`config.mk`:
```
export PLATFORM = sky130hd
export DESIGN_NAME = tmr_ccx_channel
export DESIGN_NICKNAME = d
export VERILOG_FILES = /design/src/rtl/tmr_ccx_pkg.sv /design/src/rtl/ccx_edge_sync.sv /design/src/rtl/ccx_cmp_match.sv /design/src/rtl/tmr_ccx_channel.sv
export SDC_FILE = /design/constraint.sdc
export NUM_CORES = 1
export LEC_CHECK = 0
export BUFFER_PORTS_ARGS = -buffer_cell sky130_fd_sc_hd__buf_2
export CAP_MARGIN = 30
export CORE_MARGIN = 5
export CORE_UTILIZATION = 42
export CTS_BUF_LIST = sky130_fd_sc_hd__clkbuf_4
export CTS_CLUSTER_DIAMETER = 80
export DETAILED_ROUTE_END_ITERATION = 10
export PLACE_DENSITY = 0.87
export SLEW_MARGIN = 0
export SYNTH_ARGS = -nofsm -noshare
export SYNTH_HDL_FRONTEND = slang
export SYNTH_SLANG_ARGS = --single-unit
```
`constraint.sdc`:
```
create_clock -name clk -period 1.8 [get_ports clk]
set_input_delay 0.27 -clock clk [delete_from_list [all_inputs] [get_ports clk]]
set_output_delay 0.27 -clock clk [all_outputs]
set_load 0.02 [all_outputs]
```
`src/rtl/tmr_ccx_pkg.sv`:
```
package tmr_ccx_pkg;

   typedef enum logic [1:0] {
      CM_UP    = 2'b00,
      CM_DOWN  = 2'b01,
      CM_CTR_A = 2'b10,
      CM_CTR_B = 2'b11
   } cnt_mode_e;

   typedef enum logic [1:0] {
      POL_RISE = 2'b00,
      POL_FALL = 2'b01,
      POL_RSVD = 2'b10,
      POL_BOTH = 2'b11
   } edge_pol_e;

   // Edge qualification; the reserved code falls back to rising.
   function automatic logic edge_qualify(input logic [1:0] pol,
                                         input logic rise,
                                         input logic fall);
      logic hit;
      case (edge_pol_e'(pol))
         POL_FALL: hit = fall;
         POL_BOTH: hit = rise | fall;
         default:  hit = rise;
      endcase
      return hit;
   endfunction

endpackage

```
`src/rtl/ccx_edge_sync.sv`:
```
module ccx_edge_sync #(
   parameter int STAGES = 2
) (
   input  logic       clk,
   input  logic       rst_n,
   input  logic       async_i,
   input  logic [1:0] pol_i,
   output logic       edge_o
);
   import tmr_ccx_pkg::*;

   if (STAGES < 2) begin : g_bad_stages
      $error("ccx_edge_sync: STAGES must be at least 2");
   end

   logic [STAGES-1:0] sync_q;
   logic              prev_q;
   logic              rise, fall;

   always_ff @(posedge clk) begin
      if (!rst_n) begin
         sync_q <= '0;
         prev_q <= 1'b0;
      end else begin
         sync_q <= {sync_q[STAGES-2:0], async_i};
         prev_q <= sync_q[STAGES-1];
      end
   end

   assign rise   = sync_q[STAGES-1] & ~prev_q;
   assign fall   = ~sync_q[STAGES-1] & prev_q;
   assign edge_o = edge_qualify(pol_i, rise, fall);

endmodule

```
`src/rtl/ccx_cmp_match.sv`:
```
module ccx_cmp_match #(
   parameter int CNT_W = 16
) (
   input  logic [CNT_W-1:0] cnt_i,
   input  logic [CNT_W-1:0] arr_i,
   input  logic [CNT_W-1:0] ccr_i,
   input  logic [1:0]       cnt_mode_i,
   input  logic             ovf_i,
   input  logic             unf_i,
   output logic             hit_o
);
   import tmr_ccx_pkg::*;

   logic out_of_range;
   logic wrap_hit;

   assign out_of_range = (ccr_i > arr_i);

   always_comb begin
      case (cnt_mode_e'(cnt_mode_i))
         CM_DOWN: wrap_hit = unf_i;
         default: wrap_hit = ovf_i;
      endcase
   end

   assign hit_o = (cnt_i == ccr_i) | (out_of_range & wrap_hit);

endmodule

```
`src/rtl/tmr_ccx_channel.sv`:
```
module tmr_ccx_channel #(
   parameter int CNT_W       = 16,
   parameter int SYNC_STAGES = 2,
   parameter bit HAS_INPUT   = 1'b1
) (
   input  logic             clk,
   input  logic             rst_n,
   input  logic [CNT_W-1:0] cnt_i,
   input  logic [CNT_W-1:0] arr_i,
   input  logic [1:0]       cnt_mode_i,
   input  logic             ovf_i,
   input  logic             unf_i,
   input  logic             mode_in_i,
   input  logic [1:0]       pol_i,
   input  logic             cap_in_i,
   input  logic             reg_wr_i,
   input  logic             reg_rd_i,
   input  logic [CNT_W-1:0] reg_wdata_i,
   output logic [CNT_W-1:0] reg_rdata_o,
   input  logic             clr_flag_i,
   input  logic             clr_ovc_i,
   output logic             cc_flag_o,
   output logic             ovc_flag_o
);

   if (CNT_W < 2 || CNT_W > 64) begin : g_bad_width
      $error("tmr_ccx_channel: CNT_W must lie in 2..64");
   end

   logic [CNT_W-1:0] ccr_q;
   logic             cc_q, ovc_q;
   logic             eff_in;
   logic             cap_evt;
   logic             cmp_hit;
   logic             cc_set, cc_clr, ovc_set;

   // Capture path: only present in a lane built with an input stage.
   if (HAS_INPUT) begin : g_cap
      logic edge_hit;
      ccx_edge_sync #(.STAGES(SYNC_STAGES)) u_sync (
         .clk    (clk),
         .rst_n  (rst_n),
         .async_i(cap_in_i),
         .pol_i  (pol_i),
         .edge_o (edge_hit)
      );
      assign eff_in  = mode_in_i;
      assign cap_evt = mode_in_i & edge_hit;
   end else begin : g_nocap
      assign eff_in  = 1'b0;
      assign cap_evt = 1'b0;
   end

   ccx_cmp_match #(.CNT_W(CNT_W)) u_cmp (
      .cnt_i     (cnt_i),
      .arr_i     (arr_i),
      .ccr_i     (ccr_q),
      .cnt_mode_i(cnt_mode_i),
      .ovf_i     (ovf_i),
      .unf_i     (unf_i),
      .hit_o     (cmp_hit)
   );

   assign cc_set  = (~eff_in & cmp_hit) | cap_evt;
   assign cc_clr  = clr_flag_i | (eff_in & reg_rd_i);
   assign ovc_set = cap_evt & cc_q;

   always_ff @(posedge clk) begin
      if (!rst_n) begin
         ccr_q <= '0;
         cc_q  <= 1'b0;
         ovc_q <= 1'b0;
      end else begin
         if (cap_evt)
            ccr_q <= cnt_i;
         else if (reg_wr_i && !eff_in)
            ccr_q <= reg_wdata_i;

         if (cc_set)
            cc_q <= 1'b1;
         else if (cc_clr)
            cc_q <= 1'b0;

         if (ovc_set)
            ovc_q <= 1'b1;
         else if (clr_ovc_i)
            ovc_q <= 1'b0;
      end
   end

   assign reg_rdata_o = ccr_q;
   assign cc_flag_o   = cc_q;
   assign ovc_flag_o  = ovc_q;

   // ---------------------------------------------------------------
   // Assertions
   // ---------------------------------------------------------------
   assert_cmp_match_R2: assert property (@(posedge clk) disable iff (!rst_n)
      (!eff_in && cnt_i == reg_rdata_o) |=> cc_flag_o);

   assert_wrap_hit_R3: assert property (@(posedge clk) disable iff (!rst_n)
      (!eff_in && reg_rdata_o > arr_i && ovf_i && cnt_mode_i != 2'b01) |=> cc_flag_o);

   assert_capture_load_R4: assert property (@(posedge clk) disable iff (!rst_n)
      cap_evt |=> (cc_flag_o && reg_rdata_o == $past(cnt_i)));

   assert_read_ack_R5: assert property (@(posedge clk) disable iff (!rst_n)
      (eff_in && reg_rd_i && !cap_evt) |=> !cc_flag_o);

   assert_overcap_set_R6: assert property (@(posedge clk) disable iff (!rst_n)
      (cap_evt && cc_flag_o) |=> ovc_flag_o);

   assert_overcap_mode_R6: assert property (@(posedge clk) disable iff (!rst_n)
      $rose(ovc_flag_o) |-> $past(eff_in));

   assert_write_ignored_R7: assert property (@(posedge clk) disable iff (!rst_n)
      (eff_in && !cap_evt) |=> $stable(reg_rdata_o));

endmodule

```
==> impl_metrics.sql, run 1 <==
INSERT INTO impl_metrics (metric_group, metric, value, unit) VALUES
('status', 'outcome', 'finished, final reports clean', ''),
('clock_tree', 'clk_transition_reported_paths', '0.13', 'ns'),
('clock_tree', 'largest_buffer_count_on_any_clock_path', '2', ''),
('global_route', 'grt_use_met1', '0.194', ''),
('pwr', 'total_power', '1.14', 'mW'),
('sta', 'setup_violations', '0', ''),
('clock_tree', 'tritoncts_num_sinks', '21', ''),
('routing', 'via_count', '1559', ''),
('routing', 'routedWlPerCell', '14.8', 'um'),
('logic_synthesis', 'syn_nets', '257', ''),
('sta', 'max_slew_margin', '0.773', ''),
('sta', 'grt_setup_unrepaired', 'yes', ''),
('global_route', 'grt_antenna_before_repair', '0', ''),
('layout', 'layout.cell_area.non_filler', '2070', 'sq um'),
('layout', 'fin_cells', '306', ''),
('clock_tree', 'clkLatencyLatePin', '0.31', 'ns'),
('placed_design', 'hpwl', '3.59', 'mm'),
('logic_synthesis', 'synthesis.instances', '177', ''),
('sta', 'skew', '0.00425', 'ns'),
('clock_tree', 'cts-root-buf', 'sky130_fd_sc_hd__clkbuf_4', ''),
('clock_tree', 'tritoncts', 'done', ''),
('global_route', 'globalRouteMet3Util', '0.0455', ''),
('global_route', 'groute.usage.overall', '0.170', ''),
('clock_tree', 'cts-buffers-inserted', '3', ''),
('floorplan', 'die-area', '5040', 'sq um'),
('placed_design', 'placedCellCount', '301', ''),
('logic_synthesis', 'post_synthesis_instance_area', '1560', 'sq um'),
('worst_setup_path', 'critPathMaxStageDelay', '0.37', 'ns'),
('global_route', 'first_global_vias', '1615', ''),
('worst_setup_path', 'critical_path.n_buffers_inverters', '0', ''),
('logic_synthesis', 'yosysUniqueCellTypes', '32', ''),
('routing', 'routed_wl', '4.54', 'mm'),
('layout', 'layout-area-overhead-vs-synth', '32.2', '%'),
('routing', 'antenna_left', '0', ''),
('sta', 'timing.fmax', '0.573', 'GHz'),
('worst_setup_path', 'worst-setup-path-type', 'reg -> reg', ''),
('global_route', 'grt_remaining_overflow', '0', ''),
('global_route', 'grt_first_pass_wirelength', '6.97', 'mm'),
('clock_tree', 'post-cts-setup-buffer-count', '0', ''),
('clock_tree', 'cts.htree.levels', '1', ''),
('routing', 'avgViaCountPerCell', '5.09', ''),
('placed_design', 'place_congestion', '0.830', ''),
('floorplan', 'start_util', '0.430', ''),
('pwr', 'power.density_cell_area', '549', 'nW/um^2'),
('routing', 'drc_violations_left', '0', ''),
('layout', 'layout-drive-gt1-share', '0.399', ''),
('layout', 'n_antenna_cell', '0', ''),
('hold_path', 'worst_hold_path_type', 'in -> reg', ''),
('global_route', 'grt-busiest-layer', 'met2', ''),
('worst_setup_path', 'worst_setup_path_start_kind', 'flip-flop', ''),
('worst_setup_path', 'critical_path.max_fanout', '4', ''),
('placed_design', 'dp_worst_setup_slack', '-0.0878', 'ns'),
('sta', 'report.final.slew_viol_count', '0', ''),
('floorplan', 'floorplan.core_area', '3630', 'sq um'),
('worst_setup_path', 'crit_slowest_cell', 'sky130_fd_sc_hd__dfxtp_1', ''),
('sta', 'period_share', '0.970', ''),
('floorplan', 'floorplan.die.height', '71.0', 'um'),
('pwr', 'worst_ir_drop_vdd', '0.317', 'mV'),
('layout', 'layout.nets', '339', ''),
('worst_setup_path', 'arrival', '2.00', 'ns'),
('layout', 'fillerInstances', '364', ''),
('global_route', 'globalRouteMet2Util', '0.309', ''),
('logic_synthesis', 'synth_sequential_area_ratio', '0.269', ''),
('logic_synthesis', 'syn_avg_cell_area', '8.84', 'sq um'),
('floorplan', 'number_of_placement_rows', '22', ''),
('logic_synthesis', 'yosys_register_bits', '21', ''),
('job', 'maxCapViolCount', '0', ''),
('routing', 'dr.first_iter.drc_count', '47', ''),
('sta', 'worst_hold_slack', '0.148', 'ns'),
('worst_setup_path', 'crit_chain', 'ha_1 > nand4_1 > nor4_4 > a21boi_2 > o31ai_1 > a31oi_1', ''),
('worst_setup_path', 'timing.critical_path.max_delay_family', 'simple AND/OR/NAND/NOR gates', '');
## through the flow
step                 util  TNS, ns
floorplan               -        0
global placement    0.554        0
detailed placement  0.554  -0.0878
CTS                 0.563        0
global route        0.569  -0.0275
finish              0.569        0
## placed cells by master, fill, tap and decap left out, types with 2 or more instances in the layout
cell type,instances
sky130_fd_sc_hd__inv_1,18
sky130_fd_sc_hd__and2_4,2
sky130_fd_sc_hd__buf_4,3
sky130_fd_sc_hd__a22oi_1,7
sky130_fd_sc_hd__o21ai_0,3
sky130_fd_sc_hd__a21boi_0,4
sky130_fd_sc_hd__nor2_1,2
sky130_fd_sc_hd__clkbuf_4,3
sky130_fd_sc_hd__ha_1,18
sky130_fd_sc_hd__dfxtp_1,21
sky130_fd_sc_hd__a21boi_1,12
sky130_fd_sc_hd__nand2_1,20
sky130_fd_sc_hd__xnor2_1,16
sky130_fd_sc_hd__nand3_1,2
sky130_fd_sc_hd__a21oi_1,8
sky130_fd_sc_hd__buf_2,79
sky130_fd_sc_hd__and2_1,3
sky130_fd_sc_hd__a22oi_2,9
sky130_fd_sc_hd__nand4_1,6
sky130_fd_sc_hd__nor2b_1,5
## state kept, by name, summed over array words and instances (netlist names)
| register | cells |
|---|---|
| reg_rdata_o | 16 |
| g_cap.u_sync.sync_q | 2 |
| cc_flag_o | 1 |
| g_cap.u_sync.prev_q | 1 |
| ovc_flag_o | 1 |
## cells in the mapped netlist, drive strengths merged
cell type | number | area, sq um
or2 | 1 | 6.26
nand3 | 2 | 10.0
nor2 | 2 | 7.51
nor4 | 2 | 12.5
a21oi | 9 | 56.3
o211ai | 1 | 7.51
a22oi | 16 | 165
a21boi | 17 | 128
o31ai | 1 | 7.51
clkbuf | 2 | 7.51
nor2b | 6 | 37.5
nand4 | 6 | 37.5
mux2i | 1 | 10.0
dfxtp | 21 | 420
nand2 | 20 | 75.1
xnor2 | 16 | 140
ha | 18 | 225
buf | 5 | 43.8
nand2b | 1 | 6.26
and4 | 1 | 8.76
a31o | 1 | 17.5
inv | 18 | 67.6
a31oi | 1 | 6.26
o21ai | 3 | 15.0
a221o | 1 | 10.0
and2 | 4 | 27.5
a21o | 1 | 7.51
## power by group
group | switching (mW) | internal, mW | leakage, nW
Sequential | 0.0277 | 0.492 | 0.172
Combinational | 0.198 | 0.180 | 0.813
Clock | 0.157 | 0.0832 | 0.0177
## final timing paths
path / from / end / slack, ns / depth (start not counted)
max reg2reg: reg_rdata_o[9] / cc_flag_o / 0.05 / 6
min reg2reg: g_cap.u_sync.sync_q[0] / g_cap.u_sync.sync_q[1] / 0.45 / 1
min: cap_in_i / g_cap.u_sync.sync_q[0] / 0.15 / 2
max: reg_rdata_o[9] / cc_flag_o / 0.05 / 6
## final cells by class
class / count / area, sq um / share of cell area
Multi-Input combinational cell: 132 / 1050 / 0.510
Timing Repair Buffer: 83 / 438 / 0.212
Sequential cell: 21 / 420 / 0.203
Inverter: 18 / 67.6 / 0.0327
Tap cell: 48 / 60.1 / 0.0290
Clock buffer: 3 / 22.5 / 0.0109
Clock inverter: 1 / 5.00 / 0.00242
## kinds of logic after synthesis
| logic type | after synthesis | share of synthesized area |
|---|---|---|
| flops | 21 | 0.269 |
| mux | 1 | 0.00640 |
| simple gates | 45 | 0.146 |
| buf+inv | 25 | 0.0760 |
| fa+ha+maj | 18 | 0.144 |
| xor+xnor | 16 | 0.0896 |
| compound gates | 51 | 0.269 |
## per-layer routing
| layer | share of wire | vias to the layer above |
|---|---|---|
| li1 | - | 785 |
| met1 | 0.41 | 713 |
| met2 | 0.50 | 55 |
| met3 | 0.074 | 6 |
| met4 | 0.013 | 0 |
| met5 | 0 | - |
## timing repair
action,in CTS,in global routing
gates cloned,0,1
endpoints found under the hold margin,0,0
setup endpoints to repair,1,4
hold buffers,0,0
pin swaps,0,1
gates resized for setup,1,6
No activity file was read; power rests on OpenSTA's default activity.
==> run 2, diff against run 1 <==
--- a/config.mk
+++ b/config.mk
@@ -5,14 +5,15 @@
 export SDC_FILE = /design/constraint.sdc
 export NUM_CORES = 1
 export LEC_CHECK = 0
+export ABC_AREA = 1
 export BUFFER_PORTS_ARGS = -buffer_cell sky130_fd_sc_hd__buf_2
 export CAP_MARGIN = 30
-export CORE_MARGIN = 5
-export CORE_UTILIZATION = 42
+export CORE_MARGIN = 2
+export CORE_UTILIZATION = 43
 export CTS_BUF_LIST = sky130_fd_sc_hd__clkbuf_4
 export CTS_CLUSTER_DIAMETER = 80
 export DETAILED_ROUTE_END_ITERATION = 10
-export PLACE_DENSITY = 0.87
+export PLACE_DENSITY = 0.88
 export SLEW_MARGIN = 0
 export SYNTH_ARGS = -nofsm -noshare
 export SYNTH_HDL_FRONTEND = slang
==> run 2 against run 1 <==
Compared with the run above: largest power group unchanged; combinational power increased by 2%; first-iteration DRC count increased by 49%; count of clock-buffer cells in the layout unchanged; via count rose by 11%; sequential power is 1% higher.
==> impl_metrics.sql, run 2 <==
INSERT INTO impl_metrics (metric_group, metric, value, unit) VALUES
('status', 'outcome', 'finished, final reports clean', ''),
('clock_tree', 'cts_hold_buf', '0', ''),
('worst_setup_path', 'end_kind', 'flip-flop', ''),
('pwr', 'combPwrFrac', '0.335', ''),
('clock_tree', 'clkLatencyLatePin', '0.31', 'ns'),
('global_route', 'grt_antenna_before_repair', '0', ''),
('logic_synthesis', 'synth_warnings', '0', ''),
('floorplan', 'floorplan.die.height', '65.3', 'um'),
('sta', 'skew', '0.0107', 'ns'),
('layout', 'max_reg_flops', '16', ''),
('floorplan', 'die-area', '4260', 'sq um'),
('logic_synthesis', 'synthesis.instances', '230', ''),
('layout', 'layout_common_cells', 'sky130_fd_sc_hd__buf_2 (79), sky130_fd_sc_hd__nand2_1 (53), sky130_fd_sc_hd__inv_1 (34)', ''),
('placed_design', 'portBuffers', '79', ''),
('sta', 'timing.fmax', '0.612', 'GHz'),
('worst_setup_path', 'critical_path.max_fanout', '13', ''),
('routing', 'routed_wl', '4.12', 'mm'),
('logic_synthesis', 'syn_avg_cell_area', '7.02', 'sq um'),
('worst_setup_path', 'worstPathRequired', '1.99', 'ns'),
('sta', 'postLayoutSetupSlackWorst', '0.167', 'ns'),
('worst_setup_path', 'worst_setup_path_start_kind', 'flip-flop', ''),
('sta', 'final.setup.tns', '0', 'ns'),
('floorplan', 'ios', '80', ''),
('layout', 'fillerInstances', '363', ''),
('global_route', 'first_global_vias', '1583', ''),
('placed_design', 'place_congestion', '0.851', ''),
('clock_tree', 'tritoncts', 'done', ''),
('logic_synthesis', 'yosys.cell_count.top_type', 'sky130_fd_sc_hd__nand2_1', ''),
('pwr', 'power.switching_fraction', '0.342', ''),
('worst_setup_path', 'worst-setup-path-type', 'reg -> reg', ''),
('sta', 'max_slew_margin', '0.615', ''),
('placed_design', 'dp_worst_setup_slack', '0.102', 'ns'),
('layout', 'n_antenna_cell', '0', ''),
('pwr', 'worst_ir_drop_vdd', '0.333', 'mV'),
('layout', 'most_common_library_cell_in_the_layout_ignoring_fill_and_taps', 'sky130_fd_sc_hd__buf_2', ''),
('placed_design', 'hpwl', '3.37', 'mm'),
('routing', 'dr.first_iter.drc_count', '70', ''),
('job', 'maxCapViolCount', '0', ''),
('sta', 'timing.final.hold_violations', '0', ''),
('clock_tree', 'cts-root-buf', 'sky130_fd_sc_hd__clkbuf_4', ''),
('logic_synthesis', 'synthTopCellsByArea', 'sky130_fd_sc_hd__dfxtp_1 (26%), sky130_fd_sc_hd__ha_1 (14%), sky130_fd_sc_hd__nand2_1 (12%)', ''),
('layout', 'layout-area-overhead-vs-synth', '31.5', '%'),
('routing', 'antenna_left', '0', ''),
('sta', 'fin_crit', '1.63', 'ns'),
('sta', 'grt_setup_unrepaired', 'no', ''),
('logic_synthesis', 'syn_nets', '310', ''),
('global_route', 'groute.usage.overall', '0.196', ''),
('pwr', 'total_leakage_power', '1.14', 'nW'),
('logic_synthesis', 'post_synthesis_instance_area', '1610', 'sq um'),
('routing', 'via_count', '1736', ''),
('routing', 'dr.pass1.iters', '4', ''),
('logic_synthesis', 'yosys_register_bits', '21', ''),
('pwr', 'pwr-share-clk', '0.206', ''),
('worst_setup_path', 'arrival', '1.83', 'ns'),
('logic_synthesis', 'ys_dominant_reg_cell', 'sky130_fd_sc_hd__dfxtp_1', ''),
('clock_tree', 'cts.htree.levels', '1', ''),
('routing', 'routedWlPerCell', '11.4', 'um'),
('floorplan', 'die_width', '65.3', 'um'),
('clock_tree', 'cts-buffers-inserted', '3', ''),
('routing', 'drc_violations_left', '0', ''),
('logic_synthesis', 'synth_sequential_area_ratio', '0.260', ''),
('logic_synthesis', 'post-synth-top-area-cell', 'sky130_fd_sc_hd__dfxtp_1', ''),
('floorplan', 'start_util', '0.444', ''),
('global_route', 'grt_first_pass_wirelength', '6.59', 'mm'),
('logic_synthesis', 'yosysTopAreaCellShare', '0.260', ''),
('routing', 'avgViaCountPerCell', '4.81', ''),
('clock_tree', 'tritoncts_num_sinks', '21', ''),
('pwr', 'internal_power', '0.753', 'mW'),
('sta', 'transition_time_at_the_pin_with_the_least_slew_margin', '0.573', 'ns'),
('sta', 'setup_violations', '0', ''),
('sta', 'report.final.slew_viol_count', '0', ''),
('clock_tree', 'clk_transition_reported_paths', '0.13', 'ns'),
('global_route', 'grt_remaining_overflow', '0', ''),
('floorplan', 'floorplan.core_area', '3630', 'sq um'),
('hold_path', 'worst_hold_path_type', 'in -> reg', ''),
('global_route', 'grt_max_degree', '20', ''),
('logic_synthesis', 'synth_common_cells', 'sky130_fd_sc_hd__nand2_1 (53), sky130_fd_sc_hd__inv_1 (34), sky130_fd_sc_hd__dfxtp_1 (21)', ''),
('pwr', 'power.density_cell_area', '539', 'nW/um^2'),
('layout', 'layout.nets', '394', ''),
('clock_tree', 'largest_buffer_count_on_any_clock_path', '2', ''),
('sta', 'period_share', '0.907', ''),
('logic_synthesis', 'yosysUniqueCellTypes', '28', ''),
('logic_synthesis', 'post_synth_edffs', '0', ''),
('logic_synthesis', 'post_synthesis_async_set_or_reset_flop_share', '0', ''),
('pwr', 'sequentialPowerShare', '0.459', ''),
('pwr', 'switching_power', '0.392', 'mW'),
('layout', 'layout-drive-gt1-share', '0.342', ''),
('floorplan', 'number_of_placement_rows', '22', '');
==> run 2: power groups by stage <==
stage	sequential, mW	clock, mW	combinational (mW)
final	0.525	0.236	0.384
after global routing	0.529	0.262	0.429
after CTS	0.525	0.241	0.377
after detailed placement	0.536	0	0.375
after global placement	0.534	0	0.365
after floorplan	0.564	0	0.198
==> run 2: worst paths after layout <==
path	startpoint	endpoint	slack, ns	cells past startpoint
hold / removal	cap_in_i	g_cap.u_sync.sync_q[0]	0.13	3
setup / recovery	g_cap.u_sync.prev_q	reg_rdata_o[8]	0.17	9
setup reg to reg	g_cap.u_sync.prev_q	reg_rdata_o[8]	0.17	9
hold reg to reg	g_cap.u_sync.sync_q[0]	g_cap.u_sync.sync_q[1]	0.42	2
==> run 2: repair_timing <==
item                                    in CTS  in global routing
gates resized for setup                      0                  1
setup buffers                                0                  1
endpoints found under the setup margin       0                 16
==> run 2: cell type report <==
| type | count | area (sq um) | share of cell area |
|---|---|---|---|
| multi-input cells | 166 | 1020 | 0.479 |
| repair buffers | 85 | 453 | 0.213 |
| flip-flops and latches | 21 | 420 | 0.198 |
| inverters | 37 | 144 | 0.0678 |
| well taps | 48 | 60.1 | 0.0283 |
| clock buffers | 3 | 22.5 | 0.0106 |
| clock inverters | 1 | 5.00 | 0.00236 |
==> run 2: critical path, stage by stage (launching register included) <==
cell,delay (ns)
sky130_fd_sc_hd__dfxtp_1,0.35
sky130_fd_sc_hd__inv_1,0.05
sky130_fd_sc_hd__ha_1,0.27
sky130_fd_sc_hd__o211ai_1,0.20
sky130_fd_sc_hd__nand2_2,0.12
sky130_fd_sc_hd__inv_4,0.13
sky130_fd_sc_hd__a21oi_4,0.06
sky130_fd_sc_hd__buf_12,0.16
sky130_fd_sc_hd__a21oi_1,0.13
sky130_fd_sc_hd__nor2_1,0.05
==> run 2: logic make-up after synthesis <==
logic type               synth area share
flip-flops                          0.260
AO/OA/AOI/OAI                       0.146
XOR/XNOR                           0.0760
buffers and inverters               0.109
adder cells (fa/ha/maj)             0.140
AND/OR/NAND/NOR                     0.269
==> run 2: layer usage <==
metal | global-route usage | wire length (um) | vias to the layer above
met4 | 0.0625 | 48 | 0
li1 | - | - | 908
met2 | 0.352 | 2090 | 60
met1 | 0.240 | 1730 | 764
met5 | 0 | 0 | -
met3 | 0.0274 | 247 | 4
==> run 2: metrics by stage <==
step           hold slack, ns  utilization  cells  area, sq um  power (mW)
2_1_floorplan           0.363            -    230         1610       0.762
3_3_place_gp            0.393        0.570    356         2070       0.899
3_5_place_dp            0.401        0.570    356         2070       0.910
4_1_cts                 0.130        0.578    360         2100        1.14
5_1_grt                 0.165        0.584    361         2120        1.22
6_report                0.133        0.584    361         2120        1.14
